[src/rtl/chsel_pkg.sv]
package chsel_pkg;

    typedef struct packed {
        logic       ganged;
        logic       hi_en;
        logic       ilv_en;
        logic [1:0] ilv_mode;
        logic       hi_chan;
    } sel_cfg_t;

    typedef enum logic [2:0] {
        RULE_GANG    = 3'd0,
        RULE_HIHIT   = 3'd1,
        RULE_LINE    = 3'd2,
        RULE_HASH    = 3'd3,
        RULE_NODE    = 3'd4,
        RULE_HIOTHER = 3'd5,
        RULE_ZERO    = 3'd6
    } sel_rule_t;

    // Priority walk over the configuration; address bits are not needed here.
    function automatic sel_rule_t classify(input sel_cfg_t c, input logic hit);
        sel_rule_t r;
        if (c.ganged)               r = RULE_GANG;
        else if (hit)               r = RULE_HIHIT;
        else if (c.ilv_en) begin
            if (c.ilv_mode == 2'b00) r = RULE_LINE;
            else if (c.ilv_mode[1]) r = RULE_HASH;
            else                    r = RULE_NODE;
        end
        else if (c.hi_en)           r = RULE_HIOTHER;
        else                        r = RULE_ZERO;
        return r;
    endfunction

endpackage

[src/rtl/chsel_rule.sv]
module chsel_rule
    import chsel_pkg::*;
(
    input  sel_cfg_t  cfg,
    input  logic      hi_hit,
    output sel_rule_t rule
);
    always_comb begin
        rule = classify(cfg, hi_hit);
    end
endmodule

[src/rtl/chsel_bit.sv]
module chsel_bit
    import chsel_pkg::*;
#(
    parameter int ADDR_W    = 48,
    parameter int LINE_BIT  = 6,
    parameter int ALT_BIT   = 9,
    parameter int HASH_LO   = 16,
    parameter int HASH_W    = 5,
    parameter int NODE_BASE = 12,
    parameter int NODE_W    = 3
) (
    input  sel_rule_t         rule,
    input  sel_cfg_t          cfg,
    input  logic [ADDR_W-1:0] addr,
    input  logic [NODE_W-1:0] node_ilv,
    output logic              chan
);
    localparam int HASH_HI = HASH_LO + HASH_W - 1;

    logic hash_par;
    logic hash_chan;
    logic node_chan;

    assign hash_par  = ^addr[HASH_HI:HASH_LO];
    assign hash_chan = hash_par ^ (cfg.ilv_mode[0] ? addr[ALT_BIT] : addr[LINE_BIT]);

    // Highest set bit of the node field picks the granularity; loop order gives priority.
    always_comb begin
        node_chan = addr[NODE_BASE];
        for (int i = 0; i < NODE_W; i++) begin
            if (node_ilv[i]) node_chan = addr[NODE_BASE + 1 + i];
        end
    end

    always_comb begin
        unique case (rule)
            RULE_HIHIT:   chan = cfg.hi_chan;
            RULE_LINE:    chan = addr[LINE_BIT];
            RULE_HASH:    chan = hash_chan;
            RULE_NODE:    chan = node_chan;
            RULE_HIOTHER: chan = ~cfg.hi_chan;
            default:      chan = 1'b0;
        endcase
    end
endmodule

[src/rtl/chsel_stage.sv]
module chsel_stage (
    input  logic clk,
    input  logic rst,
    input  logic in_valid,
    input  logic d_chan,
    output logic out_valid,
    output logic out_chan
);
    always_ff @(posedge clk) begin
        if (rst) begin
            out_valid <= 1'b0;
            out_chan  <= 1'b0;
        end else begin
            out_valid <= in_valid;
            if (in_valid) out_chan <= d_chan;
        end
    end

    AST_CAPTURE_NEXT: assert property (@(posedge clk) disable iff (rst)
        in_valid |=> (out_valid && out_chan == $past(d_chan)));
    AST_IDLE_HOLD: assert property (@(posedge clk) disable iff (rst)
        !in_valid |=> (!out_valid && $stable(out_chan)));
endmodule

[src/rtl/chsel_top.sv]
module chsel_top
    import chsel_pkg::*;
#(
    parameter int ADDR_W = 48,
    parameter int NODE_W = 3
) (
    input  logic              clk,
    input  logic              rst,
    input  logic              in_valid,
    input  logic [ADDR_W-1:0] sys_addr,
    input  logic              hi_hit,
    input  logic [NODE_W-1:0] node_ilv,
    input  logic              cfg_ganged,
    input  logic              cfg_hi_en,
    input  logic              cfg_ilv_en,
    input  logic [1:0]        cfg_ilv_mode,
    input  logic              cfg_hi_chan,
    output logic              comb_chan,
    output logic              out_valid,
    output logic              out_chan
);
    sel_cfg_t  cfg;
    sel_rule_t rule;
    logic      unused_addr;

    assign cfg = '{ganged: cfg_ganged, hi_en: cfg_hi_en, ilv_en: cfg_ilv_en,
                   ilv_mode: cfg_ilv_mode, hi_chan: cfg_hi_chan};
    assign unused_addr = ^sys_addr;

    chsel_rule u_rule (.cfg(cfg), .hi_hit(hi_hit), .rule(rule));

    chsel_bit #(.ADDR_W(ADDR_W), .NODE_W(NODE_W)) u_bit (
        .rule(rule), .cfg(cfg), .addr(sys_addr), .node_ilv(node_ilv), .chan(comb_chan)
    );

    chsel_stage u_stage (
        .clk(clk), .rst(rst), .in_valid(in_valid), .d_chan(comb_chan),
        .out_valid(out_valid), .out_chan(out_chan)
    );

    AST_GANGED_ZERO: assert property (@(posedge clk) disable iff (rst)
        cfg_ganged |-> !comb_chan);
    AST_HIHIT_FOLLOW: assert property (@(posedge clk) disable iff (rst)
        (!cfg_ganged && hi_hit) |-> (comb_chan == cfg_hi_chan));
    AST_HIOTHER_INV: assert property (@(posedge clk) disable iff (rst)
        (!cfg_ganged && !hi_hit && !cfg_ilv_en && cfg_hi_en) |-> (comb_chan != cfg_hi_chan));
    AST_FALLBACK_ZERO: assert property (@(posedge clk) disable iff (rst)
        (!cfg_ganged && !hi_hit && !cfg_ilv_en && !cfg_hi_en) |-> !comb_chan);
endmodule

[config.mk]
export PLATFORM = sky130hd
export DESIGN_NAME = chsel_top
export DESIGN_NICKNAME = d
export VERILOG_FILES = /design/src/rtl/chsel_pkg.sv /design/src/rtl/chsel_rule.sv /design/src/rtl/chsel_bit.sv /design/src/rtl/chsel_stage.sv /design/src/rtl/chsel_top.sv
export SDC_FILE = /design/constraint.sdc
export NUM_CORES = 1
export LEC_CHECK = 0
export ABC_AREA = 1
export CAP_MARGIN = 20
export CELL_PAD_IN_SITES_DETAIL_PLACEMENT = 2
export CELL_PAD_IN_SITES_GLOBAL_PLACEMENT = 2
export CORE_MARGIN = 2
export CORE_UTILIZATION = 10
export CTS_BUF_LIST = sky130_fd_sc_hd__clkbuf_2
export DETAILED_ROUTE_END_ITERATION = 6
export PLACE_DENSITY = 0.95
export SLEW_MARGIN = 20
export SYNTH_ARGS = -nofsm -noshare
export SYNTH_HDL_FRONTEND = slang
export SYNTH_SLANG_ARGS = --single-unit
[constraint.sdc]
create_clock -name clk -period 1.7 [get_ports clk]
set_input_delay 0.425 -clock clk [delete_from_list [all_inputs] [get_ports clk]]
set_output_delay 0.425 -clock clk [all_outputs]
set_load 0.05 [all_outputs]
==> results of run 1 <==
-- synth_stat cells --
library cell,n,share of area (%)
a21oi_1,2,2.8
nor2_1,1,1.1
inv_2,3,3.2
inv_1,13,14
o21ai_1,2,2.8
nand3_2,1,2.8
nand3_1,4,5.6
o21ai_0,1,1.4
dfxtp_1,2,11
nand2_2,1,1.8
o21bai_1,2,4.2
nor2_2,1,1.8
a21oi_2,3,7.4
nand2_1,38,40
-- worst min-delay path, delay by kind of cell, from the launching register on --
kind | cells | cell delay (ns)
compound gates | 2 | 0.21
flops | 1 | 0.33
-- area by class of cell --
cell class	instances	area (um2)	share of cell area, %
multi-input combinational	56	405	46.2
timing repair buffer	33	279	31.8
sequential	2	40.0	4.56
clock buffer	3	15.0	1.71
tap	46	57.6	6.56
inverter	16	80.1	9.13
-- logic make-up (layout without fill, tap and decap cells) --
| logic type | Yosys count | in the layout | synth area share [%] |
|---|---|---|---|
| AO/OA/AOI/OAI | 10 | 10 | 18.7 |
| buffers and inverters | 16 | 52 | 16.9 |
| AND/OR/NAND/NOR | 46 | 46 | 53.2 |
| flip-flops | 2 | 2 | 11.3 |
-- state kept, by name (all words and copies together) (netlist names) --
name,flops
u_stage.out_valid,1
u_stage.out_chan,1
-- worst min-delay path by stage --
stage	from	to	slack, ns	cells after the start
2_1_floorplan	rst	u_stage.out_valid$_SDFF_PP0_	0.50	1
3_3_place_gp	u_stage.out_chan$_SDFFE_PP0P_	u_stage.out_chan$_SDFFE_PP0P_	0.51	2
3_5_place_dp	u_stage.out_chan$_SDFFE_PP0P_	u_stage.out_chan$_SDFFE_PP0P_	0.57	2
4_1_cts	u_stage.out_chan$_SDFFE_PP0P_	u_stage.out_chan$_SDFFE_PP0P_	0.58	2
5_1_grt	u_stage.out_chan$_SDFFE_PP0P_	u_stage.out_chan$_SDFFE_PP0P_	0.61	2
6_report	u_stage.out_chan$_SDFFE_PP0P_	u_stage.out_chan$_SDFFE_PP0P_	0.58	2
-- stage by stage --
step                std cells  power (uW)  area [um2]  setup TNS [ns]
floorplan                  74         132         355               0
global placement          149         223         701          -0.674
detailed placement        149         234         701          -0.807
CTS                       155         329         761          -0.108
global route              156         389         877          -0.166
finish                    156         362         877         -0.0847
-- metal layers --
layer | track usage, % | up-vias | wire length (um)
li1 | - | 296 | -
met1 | 7.82 | 276 | 533
met2 | 20.5 | 15 | 1180
met3 | 1.43 | 0 | 90
met4 | 1.63 | 0 | 0
met5 | 0 | - | 0
-- power groups by stage --
stage / combinational (uW) / sequential [uW] / clock [uW]
after floorplan: 69.3 / 62.3 / 0
after global placement: 171 / 51.8 / 0
after detailed placement: 181 / 52.2 / 0
after CTS: 200 / 51.6 / 77.3
after global routing: 255 / 51.7 / 82.1
final: 235 / 51.7 / 74.8
-- what timing repair did --
| item | 4_1_cts | 5_1_grt |
|---|---|---|
| buffers inserted | 3 | 1 |
| pin swaps | 21 | 23 |
| resized for setup | 105 | 35 |
| cloned | 0 | 0 |
| setup endpoints to repair | 2 | 1 |
==> run_results.csv, run 1 <==
group,metric,value,unit
cells_and_area,area_growth,147,%
drt,post_drt_wl_per_cell,11.6,um
floorplanning,io_pins,64,
placement,port_buffers,26,
floorplanning,start_util,10.6,%
power,switching_share,42.9,%
clock_tree,cts_made_buffers,3,
power,leakagePower,0.000463,uW
worst_setup_path,cp_data_arrival_time,1.36,ns
cells_and_area,num-fill-cells,424,
yosys,ys_warn_count,0,
sta,slew_headroom,86.3,%
cells_and_area,fin_util,26.1,%
worst_setup_path,path_class,"in -> out",
clock_tree,clkSlewWorstSetupHoldPaths,0.03,ns
floorplanning,rows,21,
clock_tree,insertion_delay,0.19,ns
worst_setup_path,reg2reg_slack,1.05,ns
drt,drt_iter0_markers,3,
drt,firstDrtPassIters,2,
cells_and_area,fin_nets,173,
outcome,status,"finished with violations",
sta,worst_pin_slew,0.204,ns
worst_setup_path,worstReg2RegStart,"u_stage.out_chan$_SDFFE_PP0P_",
cells_and_area,layout-drive-gt1-share,68.2,%
sta,hold_viol_final,0,
power,clkPwrFrac,20.7,%
power,combPwrFrac,65.0,%
cells_and_area,final_cell_mix,"19 x nand2_1, 14 x nand2_2, 10 x buf_2",
yosys,yosys_register_bits,2,
floorplanning,die_w,63.6,um
power,vdd_drop_max,98.7,uV
worst_hold_path,hp-class,"reg -> reg",
sta,slew_violations,0,
sta,period_needed,1.78,ns
global_routing,grt_pass1_vias,679,
drt,via_count,587,
global_routing,grt_pass1_wl,2.91,mm
drt,remaining_drc_errors,0,
power,power.net_switching,155,uW
worst_setup_path,ff2ff_path_depth,2,
clock_tree,cts_buffer_depth,2,
run,max-cap-violations,0,
floorplanning,die_y,63.6,um
global_routing,grt_max_degree,5,
cells_and_area,antennaDiodeCount,0,
drt,viasPerCell,3.76,
worst_setup_path,crit_required,1.27,ns
clock_tree,cts_root_buffer,"clkbuf_2",
global_routing,grt_overflow,0,
floorplanning,die_area,4050,um2
worst_setup_path,slowest_delay,0.13,ns
placement,place_ws,-0.589,ns
yosys,synth.avg_cell_area,4.80,um2
clock_tree,cts_sinks,2,
sta,max_clock_freq,560,MHz
worst_setup_path,cp_slowest_cell,"a21oi_2",
global_routing,antenna_found_initial,0,
sta,rsz0062_at_grt,"true",
worst_setup_path,crit_path_end,"comb_chan",
yosys,synthDistinctLibCells,14,
power,sequentialPowerShare,14.3,%
power,p_int,206,uW
drt,finalWirelength,1.81,mm
sta,finalClockSkew,0,ns
sta,hold_ws,0.577,ns
yosys,ys_seq_area_share,11.3,%
sta,min_period_over_period,105,%
worst_setup_path,crit_family,"simple AND/OR/NAND/NOR gates",
yosys,synth_area,355,um2
worst_setup_path,cp-startpoint,"cfg_ilv_en",
clock_tree,cts_tree,"done",
floorplanning,core,3360,um2
global_routing,grtUsageTotal,9.02,%
placement,place_hpwl,1.42,mm
clock_tree,holdBufCountCts,0,
outcome,violations,"negative setup slack",
sta,setup_viol,1,
worst_setup_path,path_depth,11,
clock_tree,cts.htree.levels,1,
yosys,synth.net_count,135,
sta,timing.final.ws_setup,-0.0847,ns
worst_setup_path,path_max_fanout,4,
power,power_density,412,nW/um2
worst_setup_path,endpoint_kind,"primary output",
worst_setup_path,start_kind,"primary input",
worst_setup_path,regToRegEndpoint,"u_stage.out_chan$_SDFFE_PP0P_",
worst_setup_path,path_cells,"buf_12, inv_8, nand2_4, nand3_4, nand2_4, nand2_1, nand2_1, a21oi_2, nand2_2, inv_2, buf_12",
worst_setup_path,crit_buf_inv,4,
cells_and_area,final_common_cell,"nand2_1",
drt,antenna_left,0,
yosys,syn-instance-count,74,
placement,place.gp.congestion,0.639,
No activity file was read; power rests on OpenSTA's default activity.
==> inputs of run 2 (changes only) <==
==> constraint.sdc (replaced) <==
create_clock -name clk -period 2.1 [get_ports clk]
set_input_delay 0.525 -clock clk [delete_from_list [all_inputs] [get_ports clk]]
set_output_delay 0.525 -clock clk [all_outputs]
set_load 0.05 [all_outputs]
==> run_results.csv, run 2 (synthesized netlist as in run 1, its figures left out) <==
group,metric,value,unit
cells_and_area,area_growth,134,%
drt,firstDrtPassIters,3,
power,combPwrFrac,62.5,%
worst_setup_path,start_kind,"primary input",
cells_and_area,final_cell_mix,"22 x nand2_1, 14 x nand2_2, 9 x clkbuf_2, 9 x buf_4, 8 x inv_2",
clock_tree,cts_root_buffer,"clkbuf_2",
clock_tree,cts_sinks,2,
sta,hold_viol_final,0,
worst_setup_path,crit_required,1.57,ns
drt,post_drt_wl_per_cell,11.8,um
power,sequentialPowerShare,14.0,%
placement,place.gp.congestion,0.733,
floorplanning,io_pins,64,
cells_and_area,reg_top3,"u_stage.out_chan: 1 flops, u_stage.out_valid: 1 flops",
sta,slew_headroom,66.3,%
cells_and_area,fin_util,24.7,%
global_routing,grt_pass1_wl,2.75,mm
floorplanning,die_w,63.6,um
sta,slew_violations,0,
worst_setup_path,path_max_fanout,3,
drt,via_count,616,
clock_tree,cts.htree.levels,1,
global_routing,grt_overflow,0,
cells_and_area,final_common_cell,"nand2_1",
power,power_density,358,nW/um2
drt,viasPerCell,3.90,
clock_tree,cts_tree,"done",
placement,placedInstanceArea,706,um2
cells_and_area,post-route-cell-area,831,um2
floorplanning,die_area,4050,um2
clock_tree,cts_made_buffers,3,
power,leakagePower,0.000442,uW
global_routing,grt_max_degree,5,
power,switching_share,43.7,%
drt,finalWirelength,1.86,mm
sta,max_clock_freq,489,MHz
power,p_int,167,uW
placement,port_buffers,26,
floorplanning,die_y,63.6,um
drt,drt_iter0_markers,8,
drt,antenna_left,0,
cells_and_area,finalNonFillerCells,158,
clock_tree,clkSlewWorstSetupHoldPaths,0.04,ns
power,power.net_switching,130,uW
worst_hold_path,hp-class,"reg -> reg",
global_routing,grtUsageTotal,9.02,%
power,p_total,297,uW
sta,setup_viol,0,
floorplanning,start_util,10.6,%
global_routing,grt_pass1_vias,684,
placement,place_inst,149,
power,vdd_drop_max,90.7,uV
cells_and_area,antennaDiodeCount,0,
global_routing,antenna_found_initial,0,
clock_tree,cts_buffer_depth,2,
floorplanning,rows,21,
floorplanning,core,3360,um2
worst_setup_path,endpoint_kind,"primary output",
sta,period_needed,2.05,ns
sta,worst_pin_slew,0.504,ns
clock_tree,holdBufCountCts,0,
worst_setup_path,cp_data_arrival_time,1.52,ns
sta,finalClockSkew,0,ns
run,max-cap-violations,0,
clock_tree,insertion_delay,0.21,ns
cells_and_area,layout-drive-gt1-share,60.7,%
drt,remaining_drc_errors,0,
cells_and_area,fin_nets,175,
outcome,status,"completed",
sta,min_period_over_period,97.4,%
worst_setup_path,path_class,"in -> out",
placement,place_hpwl,1.37,mm
power,clkPwrFrac,23.5,%
run 2: cell count changes in the layout (fill, tap and decap cells not counted), moves of 3 or more:
cell             change
buf_2                -6
clkbuf_2             +5
clkdlybuf4s50_1      +3
inv_2                +3
inv_4                -3
nand2_1              +3
nand2_4              -3
run 2: final cells by class:
class / instances / area, um2
flip-flops and latches: 2 / 40.0
well taps: 46 / 57.6
inverters: 16 / 70.1
clock buffers: 3 / 15.0
fillers: 441 / 2530
multi-input cells: 56 / 359
repair buffers: 35 / 289
run 2: final timing paths:
| kind | startpoint | to | slack, ns | cells past startpoint |
|---|---|---|---|---|
| setup / recovery | sys_addr[6] | comb_chan | 0.05 | 13 |
| hold / removal | u_stage.out_chan$_SDFFE_PP0P_ | u_stage.out_chan$_SDFFE_PP0P_ | 0.58 | 2 |
| setup reg to reg | u_stage.out_chan$_SDFFE_PP0P_ | u_stage.out_chan$_SDFFE_PP0P_ | 1.44 | 2 |
| hold reg to reg | u_stage.out_chan$_SDFFE_PP0P_ | u_stage.out_chan$_SDFFE_PP0P_ | 0.58 | 2 |
run 2: routing by layer:
metal	GRT usage, %	up-vias	wire length [um]	part of all wire (%)
met5	0	-	0	0
met3	1.79	4	82	4.4
li1	-	300	-	-
met1	6.86	295	561	30
met2	19.1	17	1170	63
met4	6.52	0	49	2.6
run 2: power groups by stage:
stage	registers (uW)	clock network [uW]	logic, uW
detailed placement	42.2	0	146
CTS	41.5	74.6	159
floorplan	50.4	0	56.1
finish	41.5	69.9	186
global route	41.6	77.5	203
global placement	41.9	0	138
run 2: timing repair:
item | 4_1_cts | 5_1_grt
setup endpoints to repair | 1 | 2
gates resized for setup | 56 | 56
pin swaps | 19 | 24
buffers inserted | 6 | 0
run 2: worst max-delay path, stage by stage:
cell and delay [ns]:
buf_2 0.12, inv_2 0.05, nand2_4 0.06, nand2_2 0.04, nand2_2 0.07, nand2_2 0.05, nand2_2 0.08, nand3_2 0.08
nand2_1 0.08, nand2_1 0.07, nand2_2 0.09, inv_2 0.05, buf_12 0.14
run 2: through the flow:
stage | setup WS (ns) | hold WS [ns] | TNS, ns
after floorplan | 0.202 | 0.596 | 0
after global placement | -0.334 | 0.507 | -0.334
after detailed placement | -0.373 | 0.571 | -0.373
after CTS | 0.00323 | 0.582 | 0
after global routing | -0.0305 | 0.609 | -0.0541
final | 0.0537 | 0.577 | 0
==> inputs of run 3 (changes only) <==
--- a/config.mk
+++ b/config.mk
@@ -14,6 +14,7 @@
 export CTS_BUF_LIST = sky130_fd_sc_hd__clkbuf_2
 export DETAILED_ROUTE_END_ITERATION = 6
 export PLACE_DENSITY = 0.95
+export SKIP_LAST_GASP = 1
 export SLEW_MARGIN = 20
 export SYNTH_ARGS = -nofsm -noshare
 export SYNTH_HDL_FRONTEND = slang
==> results of run 3 <==
Same layout as run 2: the final DEF is identical, and so are final timing and power.
